**config.mk**
```make
export PLATFORM = sky130hd
export DESIGN_NAME = cbc_unchain_sigchk
export DESIGN_NICKNAME = d
export VERILOG_FILES = /design/src/rtl/cbc_unchain_pkg.sv /design/src/rtl/cbc_chain_xor.sv /design/src/rtl/cbc_sig_match.sv /design/src/rtl/cbc_out_stage.sv /design/src/rtl/cbc_unchain_sigchk.sv
export SDC_FILE = /design/constraint.sdc
export NUM_CORES = 1
export LEC_CHECK = 0
export BUFFER_PORTS_ARGS = -buffer_cell sky130_fd_sc_hd__buf_2
export CAP_MARGIN = 20
export CORE_MARGIN = 1.5
export CORE_UTILIZATION = 40
export CTS_BUF_LIST = sky130_fd_sc_hd__clkbuf_4 sky130_fd_sc_hd__clkbuf_8
export DETAILED_ROUTE_END_ITERATION = 16
export GPL_ROUTABILITY_DRIVEN = 0
export GPL_TIMING_DRIVEN = 0
export PLACE_DENSITY_LB_ADDON = 0.3
export SETUP_SLACK_MARGIN = 0.15
export SLEW_MARGIN = 15
export SYNTH_ARGS = -nofsm -noshare
export SYNTH_HDL_FRONTEND = slang
export SYNTH_SLANG_ARGS = --single-unit
```
**constraint.sdc**
```tcl
create_clock -name clk -period 2.7 [get_ports clk]
set_clock_uncertainty 0.1 [all_clocks]
set_input_delay 0.27 -clock clk [delete_from_list [all_inputs] [get_ports clk]]
set_output_delay 0.27 -clock clk [all_outputs]
set_load 0.01 [all_outputs]
```
**src/rtl/cbc_unchain_pkg.sv**
```systemverilog
package cbc_unchain_pkg;
   localparam int unsigned DEF_BYTE_W      = 8;
   localparam int unsigned DEF_BLOCK_BYTES = 16;
   localparam int unsigned DEF_SIG_BYTES   = 4;
   localparam logic [127:0] DEF_INIT_VECTOR = 128'h0f1e2d3c_4b5a6978_8796a5b4_c3d2e1f0;
   localparam logic [31:0]  DEF_SIG_VALUE   = 32'hc0de_f00d;
endpackage

```
**src/rtl/cbc_chain_xor.sv**
```systemverilog
module cbc_chain_xor #(
   parameter int unsigned BYTE_W      = 8,
   parameter int unsigned BLOCK_BYTES = 16,
   parameter logic [BLOCK_BYTES*BYTE_W-1:0] INIT_VECTOR = '0
) (
   input  logic                          clk,
   input  logic                          rst_n,
   input  logic                          restart,
   input  logic                          load,
   input  logic [BLOCK_BYTES*BYTE_W-1:0] raw,
   input  logic [BLOCK_BYTES*BYTE_W-1:0] cipher,
   output logic [BLOCK_BYTES*BYTE_W-1:0] plain
);
   localparam int unsigned BLOCK_W = BLOCK_BYTES * BYTE_W;

   logic [BLOCK_W-1:0] chain_q;

   always_ff @(posedge clk) begin
      if (!rst_n || restart) begin
         chain_q <= INIT_VECTOR;
      end else if (load) begin
         chain_q <= cipher;
      end
   end

   for (genvar b = 0; b < BLOCK_BYTES; b++) begin : g_byte
      assign plain[b*BYTE_W +: BYTE_W] = raw[b*BYTE_W +: BYTE_W] ^ chain_q[b*BYTE_W +: BYTE_W];
   end
endmodule

```
**src/rtl/cbc_sig_match.sv**
```systemverilog
module cbc_sig_match #(
   parameter int unsigned BYTE_W       = 8,
   parameter int unsigned SIG_BYTES    = 4,
   parameter bit          CMP_PER_BYTE = 1'b0,
   parameter logic [SIG_BYTES*BYTE_W-1:0] SIG_VALUE = '0
) (
   input  logic [SIG_BYTES*BYTE_W-1:0] sig_field,
   output logic                        match
);
   if (CMP_PER_BYTE) begin : g_bytewise
      logic [SIG_BYTES-1:0] byte_eq;
      for (genvar b = 0; b < SIG_BYTES; b++) begin : g_eq
         assign byte_eq[b] = (sig_field[b*BYTE_W +: BYTE_W] == SIG_VALUE[b*BYTE_W +: BYTE_W]);
      end
      assign match = &byte_eq;
   end else begin : g_wide
      assign match = (sig_field == SIG_VALUE);
   end
endmodule

```
**src/rtl/cbc_out_stage.sv**
```systemverilog
module cbc_out_stage #(
   parameter int unsigned PAY_W = 96
) (
   input  logic             clk,
   input  logic             rst_n,
   input  logic             take,
   input  logic [PAY_W-1:0] pay_in,
   input  logic             out_ready,
   output logic             out_valid,
   output logic [PAY_W-1:0] out_payload
);
   always_ff @(posedge clk) begin
      if (!rst_n) begin
         out_valid   <= 1'b0;
         out_payload <= '0;
      end else if (take) begin
         out_valid   <= 1'b1;
         out_payload <= pay_in;
      end else if (out_ready) begin
         out_valid   <= 1'b0;
      end
   end
endmodule

```
**src/rtl/cbc_unchain_sigchk.sv**
```systemverilog
module cbc_unchain_sigchk
   import cbc_unchain_pkg::*;
#(
   parameter int unsigned BYTE_W       = DEF_BYTE_W,
   parameter int unsigned BLOCK_BYTES  = DEF_BLOCK_BYTES,
   parameter int unsigned SIG_BYTES    = DEF_SIG_BYTES,
   parameter bit          CMP_PER_BYTE = 1'b0,
   parameter logic [BLOCK_BYTES*BYTE_W-1:0] INIT_VECTOR = DEF_INIT_VECTOR,
   parameter logic [SIG_BYTES*BYTE_W-1:0]   SIG_VALUE   = DEF_SIG_VALUE
) (
   input  logic         clk,
   input  logic         rst_n,
   input  logic         restart,
   input  logic         in_valid,
   output logic         in_ready,
   input  logic [127:0] in_plain_raw,
   input  logic [127:0] in_cipher,
   output logic         out_valid,
   input  logic         out_ready,
   output logic [95:0]  out_payload
);
   localparam int unsigned BLOCK_W = BLOCK_BYTES * BYTE_W;
   localparam int unsigned SIG_W   = SIG_BYTES * BYTE_W;
   localparam int unsigned PAY_W   = BLOCK_W - SIG_W;

   if (BLOCK_W != 128 || PAY_W != 96) begin : g_bad_shape
      $error("block must be 128 bits with a 96-bit payload");
   end
   if (SIG_BYTES == 0 || SIG_BYTES >= BLOCK_BYTES) begin : g_bad_sig
      $error("signature must be shorter than the block");
   end

   logic               accept;
   logic               sig_ok;
   logic [BLOCK_W-1:0] plain;

   assign in_ready = !out_valid && !restart;
   assign accept   = in_valid && in_ready;

   cbc_chain_xor #(
      .BYTE_W(BYTE_W), .BLOCK_BYTES(BLOCK_BYTES), .INIT_VECTOR(INIT_VECTOR)
   ) u_chain (
      .clk(clk), .rst_n(rst_n), .restart(restart), .load(accept),
      .raw(in_plain_raw), .cipher(in_cipher), .plain(plain)
   );

   cbc_sig_match #(
      .BYTE_W(BYTE_W), .SIG_BYTES(SIG_BYTES), .CMP_PER_BYTE(CMP_PER_BYTE), .SIG_VALUE(SIG_VALUE)
   ) u_sig (
      .sig_field(plain[BLOCK_W-1 -: SIG_W]), .match(sig_ok)
   );

   cbc_out_stage #(.PAY_W(PAY_W)) u_out (
      .clk(clk), .rst_n(rst_n), .take(accept && sig_ok),
      .pay_in(plain[PAY_W-1:0]), .out_ready(out_ready),
      .out_valid(out_valid), .out_payload(out_payload)
   );
endmodule

```
==> key figures <==
Floorplan
  – I/O pin count: 359
  – Die H: 156 µm
  – Chip Width: 156 µm
  – Core area: 22800 µm²
  – Die area: 24300 µm²
  – Initial core utilization: 0.411
  – Rows: 55

Layout
  – # nets final: roughly 2000
  – Fin area: 14700 µm²
  – Final core occ: 0.645
  – Filler cells: 1783
  – Post-Layout Cell Count: about 2100
  – Synth-to-layout area growth: 56.9%
  – Area of the multi-input gates: 4530 µm²
  – Layout cell share with drive strength beyond 1: 0.249
  – Register area: 4500 µm²

Power and ir drop
  – Psw: between 1.5 and 2 mW
  – Net Sw Frac: 0.242
  – Pint: between 5 and 6 mW
  – Clock share of power: 0.436
  – Combinational share of power: 0.121
  – Seq pwr share: 0.442
  – Peak VDD IR: between 0.4 and 0.5 mV
  – PD cells: between 500 and 600 nW/µm²
  – Leakage: about 6.6 nW

Run status
  – Outcome: complete, no violations

Drt
  – Antenna Nets Post-Route: 0
  – Avg WL per Cell: 15.8 µm
  – Initial DRC Count: 502
  – DRT Pass-1 Iters: 5
  – Post-DR vias/cell: 4.77
  – DRC: 0
  – WL final: 32900 µm
  – Via count: 9953

CTS
  – Clock-pin slew on the worst setup and hold paths: 0.06 ns
  – Clock Sink Count: 225
  – Worst skew pair latency: 0.52 ns
  – CTS tree: built
  – CTS max path bufs: 3
  – H-Tree Depth: 2
  – CTS Buf Count: 40
  – Clock root buffer: clkbuf_8

Logic synthesis
  – Seq/Total Area, Yosys: 0.481
  – Number of distinct library cells after synthesis: 21
  – Top cell type's share of synthesized area: 0.481
  – Syn Std Cell Area: 9360 µm²
  – Main area contributors after synthesis: dfxtp_1 48%, nand2_1 18%, xor2_1 11%, mux2i_1 10%, nand3_1 3.5%
  – Yosys top cell by area: dfxtp_1
  – Share of flip-flops with an asynchronous set or reset: 0
  – Dominant synthesized flop cell: dfxtp_1
  – Cell count after synthesis: 1119
  – Syn Area/Cell: 8.37 µm²
  – Synth Register Bits: approximately 230
  – Post-Syn Nets: between 1000 and 1500
  – YS warnings: 0
  – EDFF count, synth: 0

Timing
  – Slew headroom: 0.417
  – Final setup fails: 0
  – Final worst slack: 0.291 ns
  – Fmax: ~420 MHz
  – Final count of hold timing violations: 0
  – Slew @ Worst Pin: 0.875 ns
  – WHS: 0.352 ns
  – Post-layout min period: 2.41 ns
  – Final Max Tran Viols: 0
  – Unrepaired setup endpoints after global routing: no
  – Tcrit/Tclk final: 0.892

Worst setup path
  – Critical path class: reg -> reg
  – CP arrival: ~2.8 ns
  – Crit-path max FO: 10
  – Startpoint types: flop
  – Crit end category: flop
  – WP data required: between 3 and 4 ns

Placement
  – DP HPWL: 20900 µm
  – Port bufs: 357
  – Placed cell count: 1789
  – Post-Place Worst Slack: -0.0691 ns
  – Post-DP Area: 11500 µm²

Job
  – Max_cap viols: 0

Global route
  – Overall routing resource usage: 0.262
  – Grt total ovfl: 0
  – Vias in the first global route: 10228
  – First-pass GRT wire length: 50300 µm
  – Initial antenna violation count: 0
  – Largest net degree at the start of global routing: 11

Worst hold path
  – HP Class: reg -> reg
[metrics by stage]
step                      total power [mW]  TNS, ns
after floorplan                       3.81        0
after global placement                4.12  -0.0645
after detailed placement              4.13    -1.12
after CTS                             7.73        0
after global routing                  8.00        0
final                                 7.72        0
[cell families after synthesis]
group / after synthesis / share of synthesized area
xor gates and xnor gates: 128 / 0.120
buffers and inverters: 75 / 0.0358
muxes: 96 / 0.103
and+or+nand+nor: 530 / 0.226
AOI/OAI and AO/OA: 65 / 0.0350
DFF: 225 / 0.481
[repair_timing]
item | CTS | global route
setup endpoints to repair | 52 | 31
hold buffers | 225 | 0
resized for setup | 2 | 1
pin swaps | 1 | 0
hold endpoints to repair | 225 | 0
setup buffers | 1 | 1
[worst max-delay path: stages (launching register included)]
cell and delay, ns:
dfxtp_1 0.36, nor3b_4 0.27, nand4_1 0.11, or4_1 0.55
nor3_2 0.14, buf_4 0.20, buf_6 0.21, buf_6 0.20
mux2i_1 0.20
[sequential cells by signal (all words and copies together) (netlist names)]
signal             flops
u_chain.chain_q      128
u_out.out_payload     96
u_out.out_valid        1
[final cells by class]
| type | instances | area share |
|---|---|---|
| flip-flops and latches | 225 | 0.307 |
| clock inverters | 4 | 0.00307 |
| clock buffers | 65 | 0.0549 |
| plain buffers | 75 | 0.0230 |
| multi-input cells | 819 | 0.309 |
| diodes | 1 | 0.000170 |
| well taps | 313 | 0.0267 |
| repair buffers | 584 | 0.277 |
[cells in the mapped netlist (2+ instances only)]
master and number:
nor3_1 2, buf_1 11, nand2_1 449, xor2_1 114, nand4_1 4, buf_6 4
nor2b_1 2, buf_4 6, a21oi_1 64, mux2i_1 96, dfxtp_1 225, clkbuf_1 53
nor4_1 3, nand3_1 66, xnor2_1 14
[final timing paths]
path,cells after the start,start,slack [ns],to
max,8,u_out.out_valid,0.29,u_out.out_payload[83]
min,2,u_out.out_payload[35],0.35,u_out.out_payload[35]
max reg2reg,8,u_out.out_valid,0.29,u_out.out_payload[83]
min reg2reg,2,u_out.out_payload[35],0.35,u_out.out_payload[35]
[cells in the final DEF (no fill, tap or decap), drive strengths merged, types with 3 or more instances in the layout]
master       netlist  layout
dlygate4sd3        0     225
nor4               3       3
clkbuf            53     118
buf               22     381
xnor2             14      14
nand2            449     449
dfxtp            225     225
nand4              4       4
clkinv             0       3
nand3             66      66
xor2             114     114
mux2i             96      96
a21oi             64      64
[power groups by stage]
stage                     Sequential [mW]  Clock, mW  Combinational, mW
after floorplan                      3.47          0              0.331
after global placement               3.48          0              0.639
after detailed placement             3.48          0              0.645
after CTS                            3.41       3.41              0.912
after global routing                 3.42       3.57               1.02
final                                3.41       3.37              0.937
[routing by layer]
layer,up-vias,track usage,part of all wire
met4,0,0.143,0.050
met3,129,0.0536,0.060
met5,-,0,0
met1,4568,0.280,0.39
li1,4832,-,-
met2,424,0.480,0.50
No activity file was read; power rests on OpenSTA's default activity.
